--- src/rtl/spi_addr_pkg.sv ---
// Package: shared widths for the serial channel-select address register.
// Assumes one frame width and one address width for every instance.
package spi_addr_pkg;
    parameter int FRAME_BITS = 8;
    parameter int ADDR_BITS  = 4;
    localparam int CNT_W     = $clog2(FRAME_BITS) + 1;

    typedef logic [FRAME_BITS-1:0] frame_t;
    typedef logic [ADDR_BITS-1:0]  addr_t;
    typedef logic [CNT_W-1:0]      cnt_t;
endpackage

--- src/rtl/spi_addr_sync.sv ---
// Module: multi-bit two-or-more-stage synchroniser for asynchronous inputs.
// Assumes each bit is independent; reset loads the idle level of each line.
module spi_addr_sync #(
    parameter int              WIDTH     = 3,
    parameter int              STAGES    = 2,
    parameter logic [WIDTH-1:0] RESET_VAL = '0
) (
    input  logic             clk,
    input  logic             rst_n,
    input  logic [WIDTH-1:0] d_in,
    output logic [WIDTH-1:0] d_out
);
    genvar b;
    generate
        for (b = 0; b < WIDTH; b++) begin : g_bit
            logic [STAGES-1:0] chain;
            // Shift each input bit through its own flop chain.
            always_ff @(posedge clk) begin
                if (!rst_n) chain <= {STAGES{RESET_VAL[b]}};
                else        chain <= {chain[STAGES-2:0], d_in[b]};
            end
            assign d_out[b] = chain[STAGES-1];
        end
    endgenerate
endmodule

--- src/rtl/spi_addr_edges.sv ---
// Module: edge finder for the synchronised SCLK and slave-select lines.
// Assumes inputs are already synchronous to clk; pulses last one cycle.
module spi_addr_edges (
    input  logic clk,
    input  logic rst_n,
    input  logic sclk_s,
    input  logic ss_s,
    output logic shift_en,
    output logic miso_step,
    output logic frame_open,
    output logic frame_close,
    output logic sel_active
);
    logic sclk_q;
    logic ss_q;

    // Remember the previous sample of both lines.
    always_ff @(posedge clk) begin
        if (!rst_n) begin
            sclk_q <= 1'b0;
            ss_q   <= 1'b1;
        end else begin
            sclk_q <= sclk_s;
            ss_q   <= ss_s;
        end
    end

    // A rise accepted while select was low in the previous sample shifts,
    // so a rise that coincides with the closing edge still counts.
    assign shift_en    = sclk_s & ~sclk_q & ~ss_q;
    assign miso_step   = ~sclk_s & sclk_q & ~ss_s;
    assign frame_open  = ~ss_s & ss_q;
    assign frame_close = ss_s & ~ss_q;
    assign sel_active  = ~ss_s;
endmodule

--- src/rtl/spi_addr_shift.sv ---
// Module: frame shift register, bit counter and MISO output stage.
// Assumes edge pulses come from spi_addr_edges; exposes next-state values
// so a commit in the same cycle as the last shift sees that bit.
module spi_addr_shift
    import spi_addr_pkg::*;
(
    input  logic   clk,
    input  logic   rst_n,
    input  logic   mosi_s,
    input  logic   shift_en,
    input  logic   miso_step,
    input  logic   frame_open,
    output frame_t sr_next,
    output cnt_t   cnt_next,
    output logic   miso
);
    localparam cnt_t CNT_MAX = {CNT_W{1'b1}};

    frame_t sr_q;
    cnt_t   cnt_q;
    logic   miso_q;

    // Next register and count values including a shift in this cycle.
    always_comb begin
        cnt_t base;
        base     = frame_open ? '0 : cnt_q;
        sr_next  = shift_en ? {sr_q[FRAME_BITS-2:0], mosi_s} : sr_q;
        cnt_next = (shift_en && base != CNT_MAX) ? base + 1'b1 : base;
    end

    // Update register, counter and the MISO bit.
    always_ff @(posedge clk) begin
        if (!rst_n) begin
            sr_q   <= '0;
            cnt_q  <= '0;
            miso_q <= 1'b0;
        end else begin
            sr_q  <= sr_next;
            cnt_q <= cnt_next;
            if (frame_open || miso_step) miso_q <= sr_q[FRAME_BITS-1];
        end
    end

    assign miso = miso_q;
endmodule

--- src/rtl/spi_addr_commit.sv ---
// Module: frame-end commit of the channel address with strobe and error.
// Assumes frame_close is a one-cycle pulse; sr_next/cnt_next include any
// shift recognised in that same cycle.
module spi_addr_commit
    import spi_addr_pkg::*;
(
    input  logic   clk,
    input  logic   rst_n,
    input  logic   frame_close,
    input  frame_t sr_next,
    input  cnt_t   cnt_next,
    output addr_t  sel_addr,
    output logic   commit_vld,
    output addr_t  commit_addr,
    output logic   frame_err
);
    localparam cnt_t FULL = cnt_t'(FRAME_BITS);

    // Latch the low nibble and flag a wrong-length frame at frame end.
    always_ff @(posedge clk) begin
        if (!rst_n) begin
            sel_addr    <= '0;
            commit_vld  <= 1'b0;
            commit_addr <= '0;
            frame_err   <= 1'b0;
        end else begin
            commit_vld <= frame_close;
            frame_err  <= frame_close && (cnt_next != FULL);
            if (frame_close) begin
                sel_addr    <= sr_next[ADDR_BITS-1:0];
                commit_addr <= sr_next[ADDR_BITS-1:0];
            end
        end
    end
endmodule

--- src/rtl/spi_addr_reg.sv ---
// Module: top of the serial channel-select address register.
// Assumes mode 0 SPI and a system clock several times faster than SCLK.
module spi_addr_reg
    import spi_addr_pkg::*;
#(
    parameter int SYNC_STAGES = 2
) (
    input  logic                 clk,
    input  logic                 rst_n,
    input  logic                 sclk,
    input  logic                 mosi,
    input  logic                 ss_n,
    output logic                 miso,
    output logic                 miso_oe,
    output logic [ADDR_BITS-1:0] sel_addr,
    output logic                 commit_vld,
    output logic [ADDR_BITS-1:0] commit_addr,
    output logic                 frame_err
);
    logic [2:0] raw_in, syn_in;
    logic       shift_en, miso_step, frame_open, frame_close;
    frame_t     sr_next;
    cnt_t       cnt_next;

    assign raw_in = {ss_n, mosi, sclk};

    spi_addr_sync #(.WIDTH(3), .STAGES(SYNC_STAGES), .RESET_VAL(3'b100)) u_sync (
        .clk(clk), .rst_n(rst_n), .d_in(raw_in), .d_out(syn_in)
    );

    spi_addr_edges u_edges (
        .clk(clk), .rst_n(rst_n), .sclk_s(syn_in[0]), .ss_s(syn_in[2]),
        .shift_en(shift_en), .miso_step(miso_step), .frame_open(frame_open),
        .frame_close(frame_close), .sel_active(miso_oe)
    );

    spi_addr_shift u_shift (
        .clk(clk), .rst_n(rst_n), .mosi_s(syn_in[1]), .shift_en(shift_en),
        .miso_step(miso_step), .frame_open(frame_open), .sr_next(sr_next),
        .cnt_next(cnt_next), .miso(miso)
    );

    spi_addr_commit u_commit (
        .clk(clk), .rst_n(rst_n), .frame_close(frame_close), .sr_next(sr_next),
        .cnt_next(cnt_next), .sel_addr(sel_addr), .commit_vld(commit_vld),
        .commit_addr(commit_addr), .frame_err(frame_err)
    );
endmodule

--- config.mk ---
export PLATFORM = sky130hd
export DESIGN_NAME = spi_addr_reg
export DESIGN_NICKNAME = d
export VERILOG_FILES = /design/src/rtl/spi_addr_pkg.sv /design/src/rtl/spi_addr_sync.sv /design/src/rtl/spi_addr_edges.sv /design/src/rtl/spi_addr_shift.sv /design/src/rtl/spi_addr_commit.sv /design/src/rtl/spi_addr_reg.sv
export SDC_FILE = /design/constraint.sdc
export NUM_CORES = 1
export LEC_CHECK = 0
export ABC_AREA = 1
export ABC_CLOCK_PERIOD_IN_PS = 4290
export CAP_MARGIN = 20
export CORE_ASPECT_RATIO = 0.7
export CORE_MARGIN = 2
export CORE_UTILIZATION = 45
export DETAILED_ROUTE_END_ITERATION = 8
export PLACE_DENSITY = 0.72
export SYNTH_ARGS = -nofsm -noshare
export SYNTH_HDL_FRONTEND = slang
export SYNTH_HIERARCHICAL = 1
export SYNTH_SLANG_ARGS = --single-unit
export TNS_END_PERCENT = 100
--- constraint.sdc ---
create_clock -name clk -period 4.29 [get_ports clk]
set_input_delay 1.0725 -clock clk [delete_from_list [all_inputs] [get_ports clk]]
set_output_delay 1.0725 -clock clk [all_outputs]
set_load 0.01 [all_outputs]
After elaboration in Yosys (flattened, before gate mapping)
Cells that the tools add are included.

cells by class
  add/subtract/negate cells = 1
  equality and inequality tests = 2
  mux-type cells = 3
  bitwise gates (word level) = 10
  reductions and logical operators = 3

operators by type and width
  kind                                           number
  2-to-1 mux 4 bit                               3
  inequality test 4 bit (second input constant)  2
  AND 1 bit                                      6
  adder 4 x 1 -> 4 bit (second input constant)   1
  NOT 1 bit                                      4
  logical AND 1 bit                              2
  logical OR 1 bit                               1

word-level totals
  bits in registers = 27
  input port bits = 5

Logic depth before layout (Yosys ltp)
  depth in word-level cells = 8
  gate-level depth with buffers = 14
  depth with buffers taken out = 14

Cells and area by module
Netlist, hierarchy kept.

modules (own cells, without submodules)
  module           times used  cells an instance  area each (um^2)  seq. area each (um^2)
  spi_addr_shift   1           89                 628.1             260.2
  spi_addr_commit  1           29                 227.7             120.1
  spi_addr_sync    1           21                 187.7             120.1
  spi_addr_edges   1           14                 90.1              40.0

Least setup slack after synthesis
OpenSTA, ideal clock, no wires.

  kind = reg-to-reg
  from = register u_sync.g_bit[2].chain[1]
  to = register u_commit.frame_err
  library setup time = 0.117 ns
  data arrival time = 1.619 ns
  data required time = 4.173 ns
  path slack = 2.554 ns
  cell stages (with the launch flop) = 15
  path buffers = 1
  cell sequence = dfxtp_1 buf_4 nor2_1 inv_2 nand2_1 inv_1 ha_1 nand4_4 nand2_4 clkinv_2 nand2_2 nand2_1 inv_1 nor2_1 a21oi_1

between the ends
  cells in the longest elaborated chain, start to end = 8
  elaborated cells on any way between the ends = 10

ends and longest elaborated chain
  what                                                          RTL line               text
  from (decl)                                                   spi_addr_sync.sv:16    logic [STAGES-1:0] chain;
  from (signal assigned)                                        spi_addr_sync.sv:19    if (!rst_n) chain <= {STAGES{RESET_VAL[b]}};
  from (signal assigned)                                        spi_addr_sync.sv:20    else chain <= {chain[STAGES-2:0], d_in[b]};
  NOT 1 bit (*)                                                 spi_addr_edges.sv:32   assign frame_open = ~ss_s & ss_q;
  AND 1 bit (*)                                                 spi_addr_edges.sv:32
  via frame_open                                                spi_addr_reg.sv:21     logic shift_en, miso_step, frame_open, frame_close;
  2-to-1 mux 4 bit (*)                                          spi_addr_shift.sv:26   base = frame_open ? '0 : cnt_q;
  branches (longest 2 deep; another with adder 4 x 1 -> 4 bit)  n/a
  2-to-1 mux 4 bit (*)                                          spi_addr_shift.sv:28   cnt_next = (shift_en && base != CNT_MAX) ? base + 1'b1 : base;
  via cnt_next[3]                                               spi_addr_reg.sv:23     cnt_t cnt_next;
  inequality test 4 bit (*)                                     spi_addr_commit.sv:28  frame_err <= frame_close && (cnt_next != FULL);
  logical AND 1 bit (*)                                         spi_addr_commit.sv:28
  to (signal assigned)                                          spi_addr_commit.sv:28
  to (decl)                                                     spi_addr_commit.sv:15  output logic frame_err

Mark *: on every way through the listed nets, which the timed path passes.
A chain may end at the register's enable or synchronous reset.

Final worst setup path
  from = register u_sync.g_bit[2].chain[1]
  to = output miso_oe

between the ends
  cells in the longest elaborated chain, start to end = 1

ends and longest elaborated chain
  what       RTL line              text
  NOT 1 bit  spi_addr_edges.sv:34  assign sel_active = ~ss_s;
  to (decl)  spi_addr_reg.sv:14    output logic miso_oe,

Every way passes these cells.

==> impl_summary.txt <==
----------------------------------------------------
[Outcome]
  Outcome ... complete, no violations

[Hold path]
  Start point of the worst min-delay path ... u_sync/g_bit[2].chain[0]
  Path class of the lowest-slack min-delay path ... reg -> reg

[GRT]
  Total track usage ... 13.9%
  Met3 track utilization from global routing ... 4.46%
  Most congested layer reported by global routing ... met2
  Initial antenna violation count ... 0
  Vias in the first global route ... ~750
  Met1 Resource Use GR ... a little under a fifth
  Maximum number of pins on one net before global-route repair ... 16
  Wire length of the first global-routing pass ... 3.12 mm
  Remaining Overflow, GRT ... 0
  Global Route met2 Usage ... 22.1%

[Pwr]
  Ratio of total power to cell area ... 302 nW/um^2
  Leakage power ... between 0.0006 and 0.0007 uW
  Power Total ... 387 uW
  Max IR drop VDD ... approximately 0.00017 V

[Cells and area]
  Nets ... 167
  Synth-to-Final Area Change ... 14.8%
  Post-layout instance area ... 1280 sq um
  Fillers ... 250
  Fraction of layout cells with a size suffix above 1 ... around 13%
  Final core area utilization ... roughly 53%
  Diode count ... 0

[Routing]
  Iter 0 DRT Violations ... 19
  Count of vias placed by the detailed router ... 874
  Avg WL per Cell ... 9.53 um
  Post-detailed-route count of antenna-violating nets ... 0
  Remaining routing DRC violations ... 0
  Vias/cell ... around 4.5
  Length of the first detailed-routing pass in iterations ... 4
  Total Wirelength ... 1.85 mm

[Yosys]
  Net count of the mapped netlist ... 155
  Cell area after synthesis ... between 1000 and 1500 sq um
  Average size of a mapped cell ... 7.51 sq um
  Synth warnings ... 6
  Synthesized instance count ... roughly 150

[STA]
  Final max-slew violation count ... 0
  Share of the clock period used by the worst path ... a little over half
  Number of hold violations in the final report ... 0
  Tightest Pin Transition ... 0.527 ns
  Clock period minus final worst setup slack ... 2.35 ns
  Normalized max-slew margin ... 64.8%
  Highest clock frequency the design can meet ... around 430 MHz
  Max Clock Skew ... roughly 0.0066 ns
  Setup repair after global routing missed its margin ... false
  Final setup fails ... 0
  Post-route setup TNS ... 0 ns

[Clock network]
  CTS root buf ... sky130_fd_sc_hd__clkbuf_4
  Cts bufs inserted ... 3
  Number of buffers added for setup after CTS ... 0
  H-tree depth reported by CTS ... 1
  Number of buffers on the longest clock path ... 2
  Count of cells resized by post-cts repair ... 0
  Post-CTS clock slew at the launch and capture registers of the worst setup and hold paths ... between 0.1 and 0.15 ns
  Clock tree from TritonCTS ... yes
  Number of sinks driven by the clock tree ... 27
  Clk_lat worst skew ... 0.32 ns
  Total of hold buffers inserted after clock tree synthesis ... 0

[Run]
  Max-cap check violation count ... 0

[Worst setup path]
  Slowest stage delay, CP ... 0.53 ns
  Start point of the critical path ... u_sync/g_bit[2].chain[1]
  Startpoint kind of the worst setup timing path ... flop
  Data arrival, critical path ... 1.28 ns
  CP Cell Sequence ... inv_2 -> clkdlybuf4s50_1
  Kind of cell with the highest combined delay on the critical path ... buffers and inverters
  Count of buffering cells on the critical path with inverters included ... 2
  Crit Path Category ... reg -> out
  RR Startpoint ... u_edges/ss_q
  Nature of the critical path endpoint ... primary output
  Endpoint required time on the critical path ... 3.22 ns
  Slowest library cell on the worst path ... sky130_fd_sc_hd__clkdlybuf4s50_1
  Crit Path Max Fanout ... 3

[Floorplan]
  Starting utilization of the core area ... 46.6%
  Die Height ... roughly 46 um
  Placeable core area ... around 2400 sq um
  Num rows ... 15
  X dimension of the die ... 63.6 um
  Number of primary I/O pins ... 17
  Die area ... between 2000 and 3000 sq um

[Place]
  Post-DP Area ... 1260 sq um
  Placed wire-length estimate ... 1.39 mm
  Number of buffers added on ports ... 16
  Final weighted congestion in routability-driven placement ... 0.805

----------------------------------------------------
[where the power goes]
part	leakage, uW	total (uW)	internal [uW]	switching (uW)
registers	0.000219	259	256	2.63
logic	0.000380	24.8	12.2	12.6
clock network	0.0000150	104	36.4	67.4
total	0.000615	387	304	82.7
[worst reg2reg max path, delay by kind of cell, from the launching register on]
kind / cells / cell delay, ns
and+or+nand+nor: 5 / 0.65
DFF: 1 / 0.38
buffers and inverters: 4 / 0.31
AOI/OAI and AO/OA: 2 / 0.30
adders and majority gates: 1 / 0.24
[cells in the final DEF, fill, tap and decap left out, types with 2 or more instances in the layout]
| cell | instances |
|---|---|
| sky130_fd_sc_hd__a21oi_2 | 3 |
| sky130_fd_sc_hd__clkbuf_4 | 3 |
| sky130_fd_sc_hd__o21ai_0 | 5 |
| sky130_fd_sc_hd__inv_1 | 17 |
| sky130_fd_sc_hd__inv_2 | 4 |
| sky130_fd_sc_hd__clkdlybuf4s50_1 | 16 |
| sky130_fd_sc_hd__nand2_2 | 4 |
| sky130_fd_sc_hd__dfxtp_1 | 27 |
| sky130_fd_sc_hd__nor2_2 | 3 |
| sky130_fd_sc_hd__nand2_1 | 45 |
| sky130_fd_sc_hd__nand3_1 | 2 |
| sky130_fd_sc_hd__a21oi_1 | 9 |
| sky130_fd_sc_hd__nor2_1 | 15 |
[layout make-up]
type,count,area [sq um],share of cell area (%)
clock buffer,4,26.3,2.05
inverter,22,83.8,6.53
multi-input combinational,91,430,33.5
sequential,27,541,42.1
tap,34,42.5,3.31
timing repair buffer,16,160,12.5
[metal layers]
metal / vias up / wire length (um)
li1: 465 / -
met1: 398 / 921
met2: 9 / 853
met3: 2 / 58
met4: 0 / 14
met5: - / 0
[final timing paths]
check	to	slack, ns	cells after the start
worst max-delay path	miso_oe	1.94	2
worst min-delay path	u_sync/g_bit[2].chain[1]	0.43	2
worst max register to register	u_commit/frame_err	2.32	12
worst min register to register	u_sync/g_bit[2].chain[1]	0.43	2
[stage by stage]
stage          hold slack, ns  setup WS (ns)  instances
6_report                0.429           1.94        194
5_1_grt                 0.453           1.87        194
4_1_cts                 0.435           1.91        194
3_5_place_dp            0.405           1.87        190
3_3_place_gp            0.384           1.94        190
2_1_floorplan           0.380           2.55        149
[registers in the layout, summed over array words and instances, names as in the netlist]
signal and count:
u_commit/commit_vld 1, u_shift/sr_q 8, u_commit/commit_addr 4, u_commit/frame_err 1
u_sync/g_bit.chain 6, u_shift/miso 1, u_shift/cnt_q 4, u_edges/sclk_q 1
u_edges/ss_q 1
Note: power is estimated with default switching activity, not from simulation.
